--- config.mk ---
export PLATFORM = sky130hd
export DESIGN_NAME = smbd_cmd_dispatch
export DESIGN_NICKNAME = d
export VERILOG_FILES = /design/src/rtl/smbd_pkg.sv /design/src/rtl/smbd_prog_timer.sv /design/src/rtl/smbd_ptr_bank.sv /design/src/rtl/smbd_fsm.sv /design/src/rtl/smbd_cmd_dispatch.sv
export SDC_FILE = /design/constraint.sdc
export NUM_CORES = 1
export LEC_CHECK = 0
export BUFFER_PORTS_ARGS = -buffer_cell sky130_fd_sc_hd__buf_2
export CORE_ASPECT_RATIO = 0.75
export CORE_MARGIN = 2
export CORE_UTILIZATION = 57
export CTS_CLUSTER_DIAMETER = 30
export CTS_CLUSTER_SIZE = 30
export DETAILED_ROUTE_END_ITERATION = 10
export PLACE_DENSITY = 0.8
export SLEW_MARGIN = 15
export SYNTH_ARGS = -nofsm -noshare
export SYNTH_HDL_FRONTEND = slang
export SYNTH_HIERARCHICAL = 1
export SYNTH_SLANG_ARGS = --single-unit
--- constraint.sdc ---
create_clock -name clk -period 3.9 [get_ports clk]
set_input_delay 0.195 -clock clk [delete_from_list [all_inputs] [get_ports clk]]
set_output_delay 0.195 -clock clk [all_outputs]
set_load 0.005 [all_outputs]
--- src/rtl/smbd_pkg.sv ---
package smbd_pkg;

    localparam int RAM_AW  = 7;
    localparam int EE_AW   = 9;
    localparam int EE_HI_W = EE_AW - 8;

    localparam logic [7:0] CMD_EE_BASE = 8'h80;
    localparam logic [7:0] CMD_BLOCK   = 8'hA0;
    localparam logic [7:0] RD_FILL     = 8'hFF;

    typedef enum logic [3:0] {
        ST_IDLE, ST_CMD, ST_RAM_DATA, ST_EE_LO, ST_EE_DATA,
        ST_BLK_CNT, ST_BLK_DATA, ST_READ, ST_REFUSE
    } txn_st_e;

    typedef enum logic {SP_RAM, SP_EE} space_e;

    typedef enum logic [1:0] {CK_RAM, CK_EE, CK_BLOCK, CK_BAD} cmd_kind_e;

    typedef struct packed {
        logic ack_vld;
        logic ack;
        logic rd_vld;
        logic rd_take;
        logic ram_wr;
        logic ram_at_ptr;
        logic ee_wr;
        logic ld_ram;
        logic ld_ee;
        logic inc;
    } act_t;

    function automatic cmd_kind_e classify(input logic [7:0] c);
        if (!c[7])                                      return CK_RAM;
        if (c[7:EE_HI_W] == CMD_EE_BASE[7:EE_HI_W])     return CK_EE;
        if (c == CMD_BLOCK)                             return CK_BLOCK;
        return CK_BAD;
    endfunction

endpackage

--- src/rtl/smbd_prog_timer.sv ---
module smbd_prog_timer #(
    parameter int PROG_CYCLES = 30000
) (
    input  logic clk,
    input  logic rst,
    input  logic load_i,
    output logic busy_o
);
    localparam int CW = $clog2(PROG_CYCLES + 1);
    localparam logic [CW-1:0] LOAD_VAL = CW'(PROG_CYCLES);

    logic [CW-1:0] cnt_q;

    always_ff @(posedge clk) begin
        if (rst)                 cnt_q <= '0;
        else if (load_i)         cnt_q <= LOAD_VAL;
        else if (cnt_q != '0)    cnt_q <= cnt_q - 1'b1;
    end

    assign busy_o = (cnt_q != '0);
endmodule

--- src/rtl/smbd_ptr_bank.sv ---
module smbd_ptr_bank
    import smbd_pkg::*;
(
    input  logic              clk,
    input  logic              rst,
    input  logic              ld_ram_i,
    input  logic [RAM_AW-1:0] ram_val_i,
    input  logic              ld_ee_i,
    input  logic [EE_AW-1:0]  ee_val_i,
    input  logic              inc_i,
    output space_e            space_o,
    output logic [RAM_AW-1:0] ram_ptr_o,
    output logic [EE_AW-1:0]  ee_ptr_o
);
    always_ff @(posedge clk) begin
        if (rst) begin
            space_o   <= SP_RAM;
            ram_ptr_o <= '0;
            ee_ptr_o  <= '0;
        end else if (ld_ram_i) begin
            space_o   <= SP_RAM;
            ram_ptr_o <= ram_val_i;
        end else if (ld_ee_i) begin
            space_o   <= SP_EE;
            ee_ptr_o  <= ee_val_i;
        end else if (inc_i) begin
            if (space_o == SP_RAM) ram_ptr_o <= ram_ptr_o + 1'b1;
            else                   ee_ptr_o  <= ee_ptr_o + 1'b1;
        end
    end
endmodule

--- src/rtl/smbd_fsm.sv ---
module smbd_fsm
    import smbd_pkg::*;
(
    input  logic               clk,
    input  logic               rst,
    input  logic               start_i,
    input  logic               rw_i,
    input  logic               stop_i,
    input  logic               byte_vld_i,
    input  logic [7:0]         byte_i,
    input  logic               rd_req_i,
    input  logic               busy_i,
    input  logic               wen_i,
    input  space_e             space_i,
    output act_t               act_o,
    output logic [RAM_AW-1:0]  cmd_addr_o,
    output logic [EE_HI_W-1:0] ee_hi_o
);
    txn_st_e   st_q, st_d;
    logic [7:0] left_q, left_d;
    cmd_kind_e kind;
    logic       ee_ok;

    assign kind  = classify(byte_i);
    assign ee_ok = wen_i && !busy_i;

    always_comb begin
        act_o  = '0;
        st_d   = st_q;
        left_d = left_q;
        if (start_i) begin
            act_o.ack_vld = 1'b1;
            act_o.ack     = !busy_i;
            st_d = busy_i ? ST_REFUSE : (rw_i ? ST_READ : ST_CMD);
        end else if (stop_i) begin
            st_d = ST_IDLE;
        end else if (byte_vld_i) begin
            act_o.ack_vld = 1'b1;
            unique case (st_q)
                ST_CMD: begin
                    act_o.ack = (kind != CK_BAD);
                    unique case (kind)
                        CK_RAM:   begin act_o.ld_ram = 1'b1; st_d = ST_RAM_DATA; end
                        CK_EE:    st_d = ST_EE_LO;
                        CK_BLOCK: st_d = ST_BLK_CNT;
                        default:  st_d = ST_REFUSE;
                    endcase
                end
                ST_RAM_DATA: begin
                    act_o.ack    = 1'b1;
                    act_o.ram_wr = 1'b1;
                    st_d = ST_REFUSE;
                end
                ST_EE_LO: begin
                    act_o.ack   = 1'b1;
                    act_o.ld_ee = 1'b1;
                    st_d = ST_EE_DATA;
                end
                ST_EE_DATA: begin
                    act_o.ack   = ee_ok;
                    act_o.ee_wr = ee_ok;
                    st_d = ST_REFUSE;
                end
                ST_BLK_CNT: begin
                    act_o.ack = 1'b1;
                    left_d = byte_i;
                    st_d = ST_BLK_DATA;
                end
                ST_BLK_DATA: begin
                    if (left_q != '0 && (space_i == SP_RAM || ee_ok)) begin
                        act_o.ack = 1'b1;
                        act_o.inc = 1'b1;
                        left_d = left_q - 1'b1;
                        if (space_i == SP_RAM) begin
                            act_o.ram_wr     = 1'b1;
                            act_o.ram_at_ptr = 1'b1;
                        end else begin
                            act_o.ee_wr = 1'b1;
                        end
                    end
                end
                default: act_o.ack = 1'b0;
            endcase
        end else if (rd_req_i) begin
            act_o.rd_vld  = 1'b1;
            act_o.rd_take = (st_q == ST_READ);
            act_o.inc     = (st_q == ST_READ);
        end
    end

    always_ff @(posedge clk) begin
        if (rst) begin
            st_q       <= ST_IDLE;
            left_q     <= '0;
            cmd_addr_o <= '0;
            ee_hi_o    <= '0;
        end else begin
            st_q   <= st_d;
            left_q <= left_d;
            if (byte_vld_i && !start_i && !stop_i && st_q == ST_CMD) begin
                cmd_addr_o <= byte_i[RAM_AW-1:0];
                ee_hi_o    <= byte_i[EE_HI_W-1:0];
            end
        end
    end
endmodule

--- src/rtl/smbd_cmd_dispatch.sv ---
module smbd_cmd_dispatch
    import smbd_pkg::*;
#(
    parameter int PROG_CYCLES = 30000
) (
    input  logic              clk,
    input  logic              rst,
    input  logic              start_i,
    input  logic              rw_i,
    input  logic              stop_i,
    input  logic              byte_vld_i,
    input  logic [7:0]        byte_i,
    input  logic              rd_req_i,
    input  logic              nv_wen_i,
    input  logic [7:0]        ram_rdata_i,
    input  logic [7:0]        ee_rdata_i,
    output logic              ack_vld_o,
    output logic              ack_o,
    output logic              rd_vld_o,
    output logic [7:0]        rd_data_o,
    output logic              ram_we_o,
    output logic [RAM_AW-1:0] ram_addr_o,
    output logic [7:0]        ram_wdata_o,
    output logic              ee_we_o,
    output logic [EE_AW-1:0]  ee_addr_o,
    output logic [7:0]        ee_wdata_o,
    output logic              busy_o
);
    act_t               act;
    space_e             space;
    logic [RAM_AW-1:0]  ram_ptr, cmd_addr, ram_waddr_q;
    logic [EE_AW-1:0]   ee_ptr, ee_waddr_q;
    logic [EE_HI_W-1:0] ee_hi;

    smbd_fsm u_fsm (
        .clk        (clk),
        .rst        (rst),
        .start_i    (start_i),
        .rw_i       (rw_i),
        .stop_i     (stop_i),
        .byte_vld_i (byte_vld_i),
        .byte_i     (byte_i),
        .rd_req_i   (rd_req_i),
        .busy_i     (busy_o),
        .wen_i      (nv_wen_i),
        .space_i    (space),
        .act_o      (act),
        .cmd_addr_o (cmd_addr),
        .ee_hi_o    (ee_hi)
    );

    smbd_ptr_bank u_ptr (
        .clk       (clk),
        .rst       (rst),
        .ld_ram_i  (act.ld_ram),
        .ram_val_i (byte_i[RAM_AW-1:0]),
        .ld_ee_i   (act.ld_ee),
        .ee_val_i  ({ee_hi, byte_i}),
        .inc_i     (act.inc),
        .space_o   (space),
        .ram_ptr_o (ram_ptr),
        .ee_ptr_o  (ee_ptr)
    );

    smbd_prog_timer #(.PROG_CYCLES(PROG_CYCLES)) u_timer (
        .clk    (clk),
        .rst    (rst),
        .load_i (act.ee_wr),
        .busy_o (busy_o)
    );

    always_ff @(posedge clk) begin
        if (rst) begin
            ack_vld_o   <= 1'b0;
            ack_o       <= 1'b0;
            rd_vld_o    <= 1'b0;
            rd_data_o   <= RD_FILL;
            ram_we_o    <= 1'b0;
            ram_waddr_q <= '0;
            ram_wdata_o <= '0;
            ee_we_o     <= 1'b0;
            ee_waddr_q  <= '0;
            ee_wdata_o  <= '0;
        end else begin
            ack_vld_o <= act.ack_vld;
            ack_o     <= act.ack;
            rd_vld_o  <= act.rd_vld;
            if (act.rd_vld)
                rd_data_o <= !act.rd_take ? RD_FILL :
                             (space == SP_RAM) ? ram_rdata_i : ee_rdata_i;
            ram_we_o <= act.ram_wr;
            ee_we_o  <= act.ee_wr;
            if (act.ram_wr) begin
                ram_waddr_q <= act.ram_at_ptr ? ram_ptr : cmd_addr;
                ram_wdata_o <= byte_i;
            end
            if (act.ee_wr) begin
                ee_waddr_q <= ee_ptr;
                ee_wdata_o <= byte_i;
            end
        end
    end

    assign ram_addr_o = ram_we_o ? ram_waddr_q : ram_ptr;
    assign ee_addr_o  = ee_we_o  ? ee_waddr_q  : ee_ptr;
endmodule

Yosys cells after proc, flatten, opt, wreduce, memory -nomap -nowiden --
Cells that the tools add are included.
Word-level totals: flip-flop bits (word level) 97, input bits 32, word-level logic and storage cells 124
Operators by class: add/subtract/negate cells 4, equality and inequality tests 15, muxes and demuxes 55, bitwise operators 4, reductions and logical operators 27
Operators by type and width (number):
- $mux W7 | 6
- $mux W9 | 4
- $mux W8 | 4
- $mux W15 | 2
- $mux W2 | 11
- $eq A4 B3 Y1 const B | 4
- $mux W4 | 4
- $pmux W4 S4 | 1
- $pmux W8 S2 | 1
- $reduce_bool A15 Y1 | 1
- $sub A15 B1 Y15 const B | 1
- $mux W1 | 14
- $pmux W4 S3 | 1
- $mux W10 | 1
- $reduce_bool A2 Y1 | 5
- $add A9 B1 Y9 const B | 1
- $eq A4 B2 Y1 const B | 2
- $eq A8 B8 Y1 const B | 1
- $reduce_bool A8 Y1 | 1
- $sub A8 B1 Y8 const B | 1
- $add A7 B1 Y7 const B | 1
- $eq A7 B7 Y1 const B | 1
- $mux W3 | 2
- $reduce_and A3 Y1 | 2
- 19 further kinds | 33

Depth between registers and ports, before layout --
Gate-level depths: netlist of run 1.
word-level depth 17, depth in mapped cells 13, gate-level depth less buffers 12

By module --
The synthesis of run 1 kept the hierarchy.
Modules (own cells, without submodules):
- smbd_cmd_dispatch | instances 1, cells each 169, area an instance 1905.6 µm²
- smbd_fsm | instances 1, cells each 173, area an instance 1390.1 µm²
- smbd_ptr_bank | instances 1, cells each 116, area an instance 938.4 µm²
- smbd_prog_timer | instances 1, cells each 92, area an instance 784.5 µm²

Least setup slack after synthesis of run 1 --
No wires, ideal clock.
path type flip-flop to flip-flop, from reg u_timer.cnt_q[0], to reg u_timer.cnt_q[3], setup time 116 ps, arrival time 3258 ps, required time 3784 ps, path slack 526 ps, cell stages (with the launch flop) 13, path buffers 2, cell sequence dfxtp_1 inv_1 ha_1 nor4b_1 nand4_1 nor2b_1 nand3_1 a2111oi_0 clkbuf_1 or2_2 clkbuf_1 nor2_1 a31o_2
RTL lines:
- start: declaration | RTL line smbd_prog_timer.sv:12 | logic [CW-1:0] cnt_q;
- start signal: assignment | RTL line smbd_prog_timer.sv:17 | else if (cnt_q != '0) cnt_q <= cnt_q - 1'b1;

==> out/qor.yml, run 1 <==
n_fill_cell: 696
startpoint_type: "flip-flop"
ioPinCount: 78
power.combinational.fraction_pct: 27.1
timing.final.max_slew_violations: 0
ys.flop_type: "dfxtp_1"
totalPowerFinal_mw: 2.74
drt-wirelength-per-cell_um: 17.1
cts_max_level: 3
place.gp.congestion: 0.880
report.final.setup_viol: 0
drt_first_pass_iters: 5
core_um2: 8490
reg2reg_slack_ns: 0.61
switching_share_pct: 33.1
core.rowCount: 29
synthTopCellsByArea: "dfxtp_1 (38%), mux2i_1 (10%), nor2_1 (5.2%), mux2_2 (4.0%), a21oi_1 (3.1%)"
grt_start_max_net_pins: 52
max-cap-violations: 0
cts-buffers-inserted: 9
globalRoute.totalOverflow: 0
multi_input_comb_area_um2: 2870
power.density_nw_per_um2: 481
grt_antenna_before_repair: 0
synth_top_area_share_pct: 38.3
final_period_minus_worst_setup_slack_ns: 3.29
drtIter0Drc: 335
floorplan.initialDensity_pct: 59.1
achievable-frequency_mhz: 304
clk_path_buf_depth: 2
final_cell_count_no_fill: 726
run_status: "complete, no violations"
hold-path-cell-count: 3
fp.dieArea_um2: 9580
timing.critical_path.to_type: "flip-flop"
origin_of_the_worst_min_delay_path: "ram_rdata_i[7]"
post_route_cells_drive_above_1_share_pct: 23.6
syn-num-nets: 591
timing.critical_path.required_ns: 4.14
flow.area_growth_from_synthesis_pct: 13.5
nets: 654
final.setup_skew_ns: 0.00674
vias: 4431
arrival_ns: 3.53
ys_async_sr_fraction_pct: 0
path_max_fanout: 27
clock_sinks: 96
reg2regPathDepth: 11
critical_path_class: "reg -> reg"
io_buffer_count: 77
clk_transition_reported_paths_ns: 0.06
holdCritPathClass: "in -> reg"
viasPerCell: 6.10
die_y_um: 85.3
power.static_leakage_nw: 2.17
routed_wl_um: 12400
p_int_mw: 1.83
crit_path_max_incr_delay_ns: 0.55
yosys.cell_types.count: 72
final_number_of_hold_violating_endpoints: 0
count_of_instances_resized_after_the_clock_tree_is_built: 0
insertion_delay_to_the_later_sink_of_the_worst_skew_pair_ns: 0.34
diodes: 0
placed_cells: 710
slowest_stage: "nor4b_1"
syn_area_per_cell_um2: 9.12
sequential_cell_area_um2: 1920
worstPathCellList: "inv_1 -> ha_1 -> nor4b_1 -> nand4_1 -> nor2b_1 -> nand3_1 -> a2111oi_2 -> buf_4 -> or2_2 -> nor2_1 -> a31o_2"
synth_warnings: 6
seq_power_share_pct: 43.2
grt_setup_unrepaired: "no"
route.detailed.drc: 0
number_of_synthesized_flops_with_an_enable_pin: 0
post_synth_inst_count: 550
clk_root_buffer_cell: "clkbuf_16"
finalSetupTns_ns: 0
crit-reg2reg-capture: "u_timer/cnt_q[3]"
worst_slew_pin_slew_ns: 0.979
r2r-start: "u_timer/cnt_q[0]"
cts_tree: "yes"
detailed_place_hpwl_um: 8750
drt.antenna.violating_nets: 0
cts.repair_timing.setup_buffer_count: 0
synth_top_area_cell: "dfxtp_1"
hold_path_end: "rd_data_o[7]"
via_count_of_the_first_global_routing_pass: 4174
yosys_register_bits: 96
post_cts_hold_buffer_count: 0
clockPowerShare_pct: 29.7
global_route_wire_length_before_repair_um: 20200
grt_use_total_pct: 26.0
syn_area_um2: 5020
seq_area_frac_synth_pct: 38.3
power_switching_mw: 0.908
post-route-period-util_pct: 84.4
worst_slew_margin_rel_pct: 34.7
vdd.ir_drop.worst_mv: 0.456
die-width_um: 112
sequential cells by signal (all words and copies together) (netlist names):
register,count
ack_o,1
ack_vld_o,1
ee_waddr_q,9
ee_wdata_o,8
ee_we_o,1
ram_waddr_q,7
ram_wdata_o,8
ram_we_o,1
rd_data_o,8
rd_vld_o,1
u_fsm/cmd_addr_o,7
u_fsm/left_q,8
u_fsm/st_q,4
u_ptr/ee_ptr_o,9
u_ptr/ram_ptr_o,7
u_ptr/space_o,1
u_timer/cnt_q,15
power by group through the flow:
stage | registers [mW] | logic [mW] | clock network [mW]
CTS | 1.18 | 0.731 | 0.823
detailed placement | 1.20 | 0.726 | 0
floorplan | 1.16 | 0.559 | 0
finish | 1.18 | 0.742 | 0.815
global placement | 1.19 | 0.694 | 0
global route | 1.20 | 0.819 | 0.854
kinds of logic (layout without fill, tap and decap cells):
logic type | count (synthesis) | in the layout | share of synthesized area, %
simple gates | 205 | 205 | 22.2
compound gates | 117 | 117 | 16.5
flops | 96 | 96 | 38.3
mux | 71 | 71 | 14.6
buf+inv | 45 | 113 | 4.94
fa+ha+maj | 9 | 9 | 2.24
xor+xnor | 7 | 7 | 1.22
synth_stat cells (all sizes together), types with 2 or more instances:
cell and n:
or2 8, xor2 4, a22oi 6, nand4bb 2, or4 6, o32ai 2
a31oi 9, buf 22, dfxtp 96, o31ai 4, and2 3, nor4 8
nor4b 3, nor2b 8, inv 10, a21oi 31, nand2b 9, o21a 2
nand3 7, nand4 9, xnor2 3, o22ai 2, mux2 19, ha 9
or3 7, nor2 74, a21o 4, nand2 29, nor3 14, nor3b 7
a2111oi 4, nand3b 5, mux2i 52, o21ai 17, clkbuf 13, a2bb2oi 8
a311oi 2, a211oi 17
per-stage QoR:
| stage | util (%) | cell area (um2) | setup slack (ns) | hold WS, ns |
|---|---|---|---|---|
| 2_1_floorplan | - | 5020 | 0.526 | 0.339 |
| 3_3_place_gp | 63.9 | 5420 | 0.859 | 0.469 |
| 3_5_place_dp | 63.9 | 5420 | 0.664 | 0.475 |
| 4_1_cts | 67.1 | 5700 | 0.657 | 0.125 |
| 5_1_grt | 67.1 | 5700 | 0.340 | 0.158 |
| 6_report | 67.1 | 5700 | 0.609 | 0.127 |
routing by layer:
layer  wire length, um  global-route usage [%]  share of wire (%)  vias to the layer above
met1              5500                    34.7                 44                     2108
met5                 0                       0                  0                        -
li1                  -                       -                  -                     2144
met4               182                    8.20                1.5                        0
met3               864                    4.86                7.0                       19
met2              5880                    43.1                 47                      160
worst max path at each step:
stage,start,endpoint,slack [ns],cells past startpoint
after global routing,u_timer/cnt_q[0],u_timer/cnt_q[5],0.34,10
after CTS,u_timer/cnt_q[0],u_timer/cnt_q[3],0.66,11
after detailed placement,u_timer/cnt_q[0],u_timer/cnt_q[3],0.66,11
after floorplan,u_timer/cnt_q[0],u_timer/cnt_q[3],0.53,12
final,u_timer/cnt_q[0],u_timer/cnt_q[3],0.61,11
after global placement,u_timer/cnt_q[0],u_timer/cnt_q[3],0.86,11
final cells by class:
class	instances	share of cell area, %
clock buffer	11	4.26
clock inverter	5	0.571
inverter	10	0.659
multi-input combinational	409	50.3
sequential	96	33.7
tap	108	2.37
timing repair buffer	87	8.08
critical path, delay by kind of cell (launching register included):
family | cells | cell delay (ns)
compound gates | 2 | 0.60
fa+ha+maj | 1 | 0.30
buf+inv | 2 | 0.53
flops | 1 | 0.33
simple gates | 6 | 1.42
layout by cell type, fill, tap and decap left out, drive strengths merged, types with 3 or more instances in the layout:
cell / instances
nand3: 7
and2: 3
inv: 10
ha: 9
nor3: 14
a21oi: 31
or3: 7
clkinvlp: 3
nand2b: 9
or2: 8
a2111oi: 4
a22oi: 6
a21o: 4
mux2: 19
clkbuf: 11
o31ai: 4
dfxtp: 96
xor2: 4
xnor2: 3
nor4: 8
nor3b: 7
or4: 6
o21ai: 17
nor2: 74
a211oi: 17
a31oi: 9
mux2i: 52
nor2b: 8
nand2: 29
nand3b: 5
nand4: 9
buf: 87
nor4b: 3
a2bb2oi: 8
Power figures use the tool's default switching activity.
==> run 2: changes to the inputs <==
==> constraint.sdc (replaced) <==
create_clock -name clk -period 3.2 [get_ports clk]
set_input_delay 0.16 -clock clk [delete_from_list [all_inputs] [get_ports clk]]
set_output_delay 0.16 -clock clk [all_outputs]
set_load 0.005 [all_outputs]
==> out/qor.yml, run 2 (synthesized netlist as in run 1, its figures left out) <==
power.density_nw_per_um2: 587  # +22%
registers.top_by_ff_count: "u_timer/cnt_q"
drtIter0Drc: 607  # +81%
arrival_ns: 3.17  # -0.36 ns
clock_sinks: 96  # unchanged
cts.repair_timing.setup_buffer_count: 0  # unchanged
holdCritPathClass: "in -> reg"
switching_share_pct: 33.2  # about the same
final_number_of_hold_violating_endpoints: 0  # unchanged
layout.cells.most_common: "dfxtp_1"
grt_use_total_pct: 25.8  # -0.23 points
max-cap-violations: 0  # unchanged
achievable-frequency_mhz: 344  # +13%
fp.dieArea_um2: 9580  # unchanged
hold_slack_ns: 0.107  # -0.0199 ns
floorplan.initialDensity_pct: 59.1  # unchanged
clockPowerShare_pct: 29.5  # -0.2 points
diodes: 0  # unchanged
path_max_fanout: 8  # -70%
post-route-period-util_pct: 90.8  # +6.5 points
timing.final.max_slew_violations: 0  # unchanged
cts_tree: "yes"
clk_transition_reported_paths_ns: 0.06  # about the same
crit_path_max_incr_delay_ns: 0.42  # -0.13 ns
worstPathCellList: "inv_1 -> ha_1 -> nor4b_4 -> nand4_1 -> nand2b_1 -> nand2_1 -> nand3_1 -> nand2b_1 -> and4_1 -> nand4_1 -> or4_1 -> a31oi_1"
nets: 656  # +0.31%
final.setup_skew_ns: 0.00628  # -0.000463 ns
core.rowCount: 29  # unchanged
run_status: "complete, no violations"
route.detailed.drc: 0  # unchanged
cts_max_level: 3  # unchanged
power.combinational.fraction_pct: 27.2  # about the same
final_period_minus_worst_setup_slack_ns: 2.91  # -0.384 ns
via_count_of_the_first_global_routing_pass: 4137  # -0.89%
postLayoutCellArea_um2: 5730  # +0.53%
cts-buffers-inserted: 9  # unchanged
reg2regPathDepth: 12  # +1
clk_path_buf_depth: 2  # unchanged
report.final.setup_viol: 0  # unchanged
mostFrequentLayoutCells: "dfxtp_1 (96), buf_2 (77), nor2_1 (70), mux2i_1 (52), a21oi_1 (31)"
power_switching_mw: 1.11  # +23%
detailed_place_hpwl_um: 8500  # -2.9%
grt_antenna_before_repair: 0  # unchanged
r2r-start: "u_timer/cnt_q[0]"
flow.area_growth_from_synthesis_pct: 14.1
drt.antenna.violating_nets: 0  # unchanged
largest_register_ff_count: 15  # unchanged
grt_setup_unrepaired: "no"
place.gp.congestion: 0.915  # +4.0%
hold-path-cell-count: 3  # unchanged
n_fill_cell: 679  # -2.4%
routed_wl_um: 12300  # -0.73%
vdd.ir_drop.worst_mv: 0.439  # -3.7%
finalSetupTns_ns: 0  # unchanged
insertion_delay_to_the_later_sink_of_the_worst_skew_pair_ns: 0.34  # about the same
timing.critical_path.to_type: "flip-flop"
vias: 4485  # +1.2%
die-width_um: 112  # unchanged
core_um2: 8490  # unchanged
startpoint_type: "flip-flop"
post_route_cells_drive_above_1_share_pct: 24.0  # +0.41 points
slowest_stage: "or4_1"
reg2reg_slack_ns: 0.29  # -0.32 ns
ioPinCount: 78  # unchanged
seq_power_share_pct: 43.3  # about the same
path_delay_family: "simple AND/OR/NAND/NOR gates"
timing.critical_path.required_ns: 3.46  # -0.68 ns
totalPowerFinal_mw: 3.36  # +23%
die_y_um: 85.3  # unchanged
cp.buffers_inverters: 1  # -1
crit-reg2reg-capture: "u_ptr/ee_ptr_o[6]"
layout_top_registers: "u_timer/cnt_q (15), ee_waddr_q (9), u_ptr/ee_ptr_o (9)"
origin_of_the_worst_min_delay_path: "ram_rdata_i[3]"
hold_path_end: "rd_data_o[3]"
worst_slew_margin_rel_pct: 52.4  # +18 points
power.static_leakage_nw: 2.19  # +0.84%
post_dp_cell_area_um2: 5440  # +0.39%
viasPerCell: 6.16  # +0.94%
grt_start_max_net_pins: 39  # -25%
drt_first_pass_iters: 6  # +1
global_route_wire_length_before_repair_um: 20100  # -0.13%
p_int_mw: 2.25  # +23%
io_buffer_count: 77  # unchanged
globalRoute.totalOverflow: 0  # unchanged
drt-wirelength-per-cell_um: 16.9  # -1.0%
clk_root_buffer_cell: "clkbuf_16"
worst_slew_pin_slew_ns: 0.709  # -0.270 ns
critical_path_class: "reg -> reg"
run 2: cell count changes in the layout (fill, tap and decap cells not counted):
cell     change
nor4b_4      +1
buf_4        +2
nor4b_1      -1
run 2: stage by stage:
stage | setup WS (ns) | instances | util, %
finish | 0.293 | 728 | 67.4
global route | 0.0295 | 728 | 67.4
CTS | 0.238 | 728 | 67.3
detailed placement | 0.249 | 712 | 64.1
global placement | 0.445 | 712 | 64.1
floorplan | 0.0346 | 550 | -
run 2: tightest hold or removal path, delay by kind of cell:
family	cells	cell delay [ns]
buffers and inverters	1	0.07
AO/OA/AOI/OAI	1	0.12
multiplexers	1	0.05
run 2: worst max path at each step:
stage / startpoint / endpoint / slack [ns] / cells past startpoint
2_1_floorplan: u_timer/cnt_q[0] / u_timer/cnt_q[3] / 0.03 / 12
3_3_place_gp: u_timer/cnt_q[0] / u_ptr/ee_ptr_o[5] / 0.44 / 12
3_5_place_dp: u_timer/cnt_q[0] / u_ptr/ee_ptr_o[6] / 0.25 / 12
4_1_cts: u_timer/cnt_q[0] / ee_waddr_q[5] / 0.24 / 11
5_1_grt: u_timer/cnt_q[0] / u_ptr/ee_ptr_o[7] / 0.03 / 12
6_report: u_timer/cnt_q[0] / u_ptr/ee_ptr_o[6] / 0.29 / 12
run 2: routing by layer:
| layer | share of wire (%) | routed length (um) | track usage (%) | up-vias |
|---|---|---|---|---|
| met5 | 0 | 0 | 0 | - |
| met4 | 1.3 | 166 | 7.87 | 0 |
| met3 | 8.7 | 1070 | 6.00 | 23 |
| met2 | 45 | 5600 | 40.9 | 200 |
| met1 | 44 | 5490 | 35.3 | 2120 |
| li1 | - | - | - | 2142 |
run 2: power by group through the flow:
stage	Combinational, mW	Clock (mW)	Sequential (mW)
2_1_floorplan	0.685	0	1.42
3_3_place_gp	0.848	0	1.46
3_5_place_dp	0.881	0	1.46
4_1_cts	0.896	1.00	1.44
5_1_grt	1.01	1.06	1.47
6_report	0.914	0.993	1.45
run 2: cell type report:
cell class | instances | area, um2 | share of cell area [%]
Clock buffer | 11 | 243 | 4.24
Multi-Input combinational cell | 409 | 2880 | 50.3
Inverter | 10 | 37.5 | 0.655
Sequential cell | 96 | 1920 | 33.6
Clock inverter | 5 | 32.5 | 0.568
Timing Repair Buffer | 89 | 475 | 8.30
Tap cell | 108 | 135 | 2.36
run 2: what timing repair did:
| action | CTS | global route |
|---|---|---|
| hold buffers | 0 | 0 |
| endpoints found under the setup margin | 0 | 28 |
| gates resized for setup | 0 | 1 |
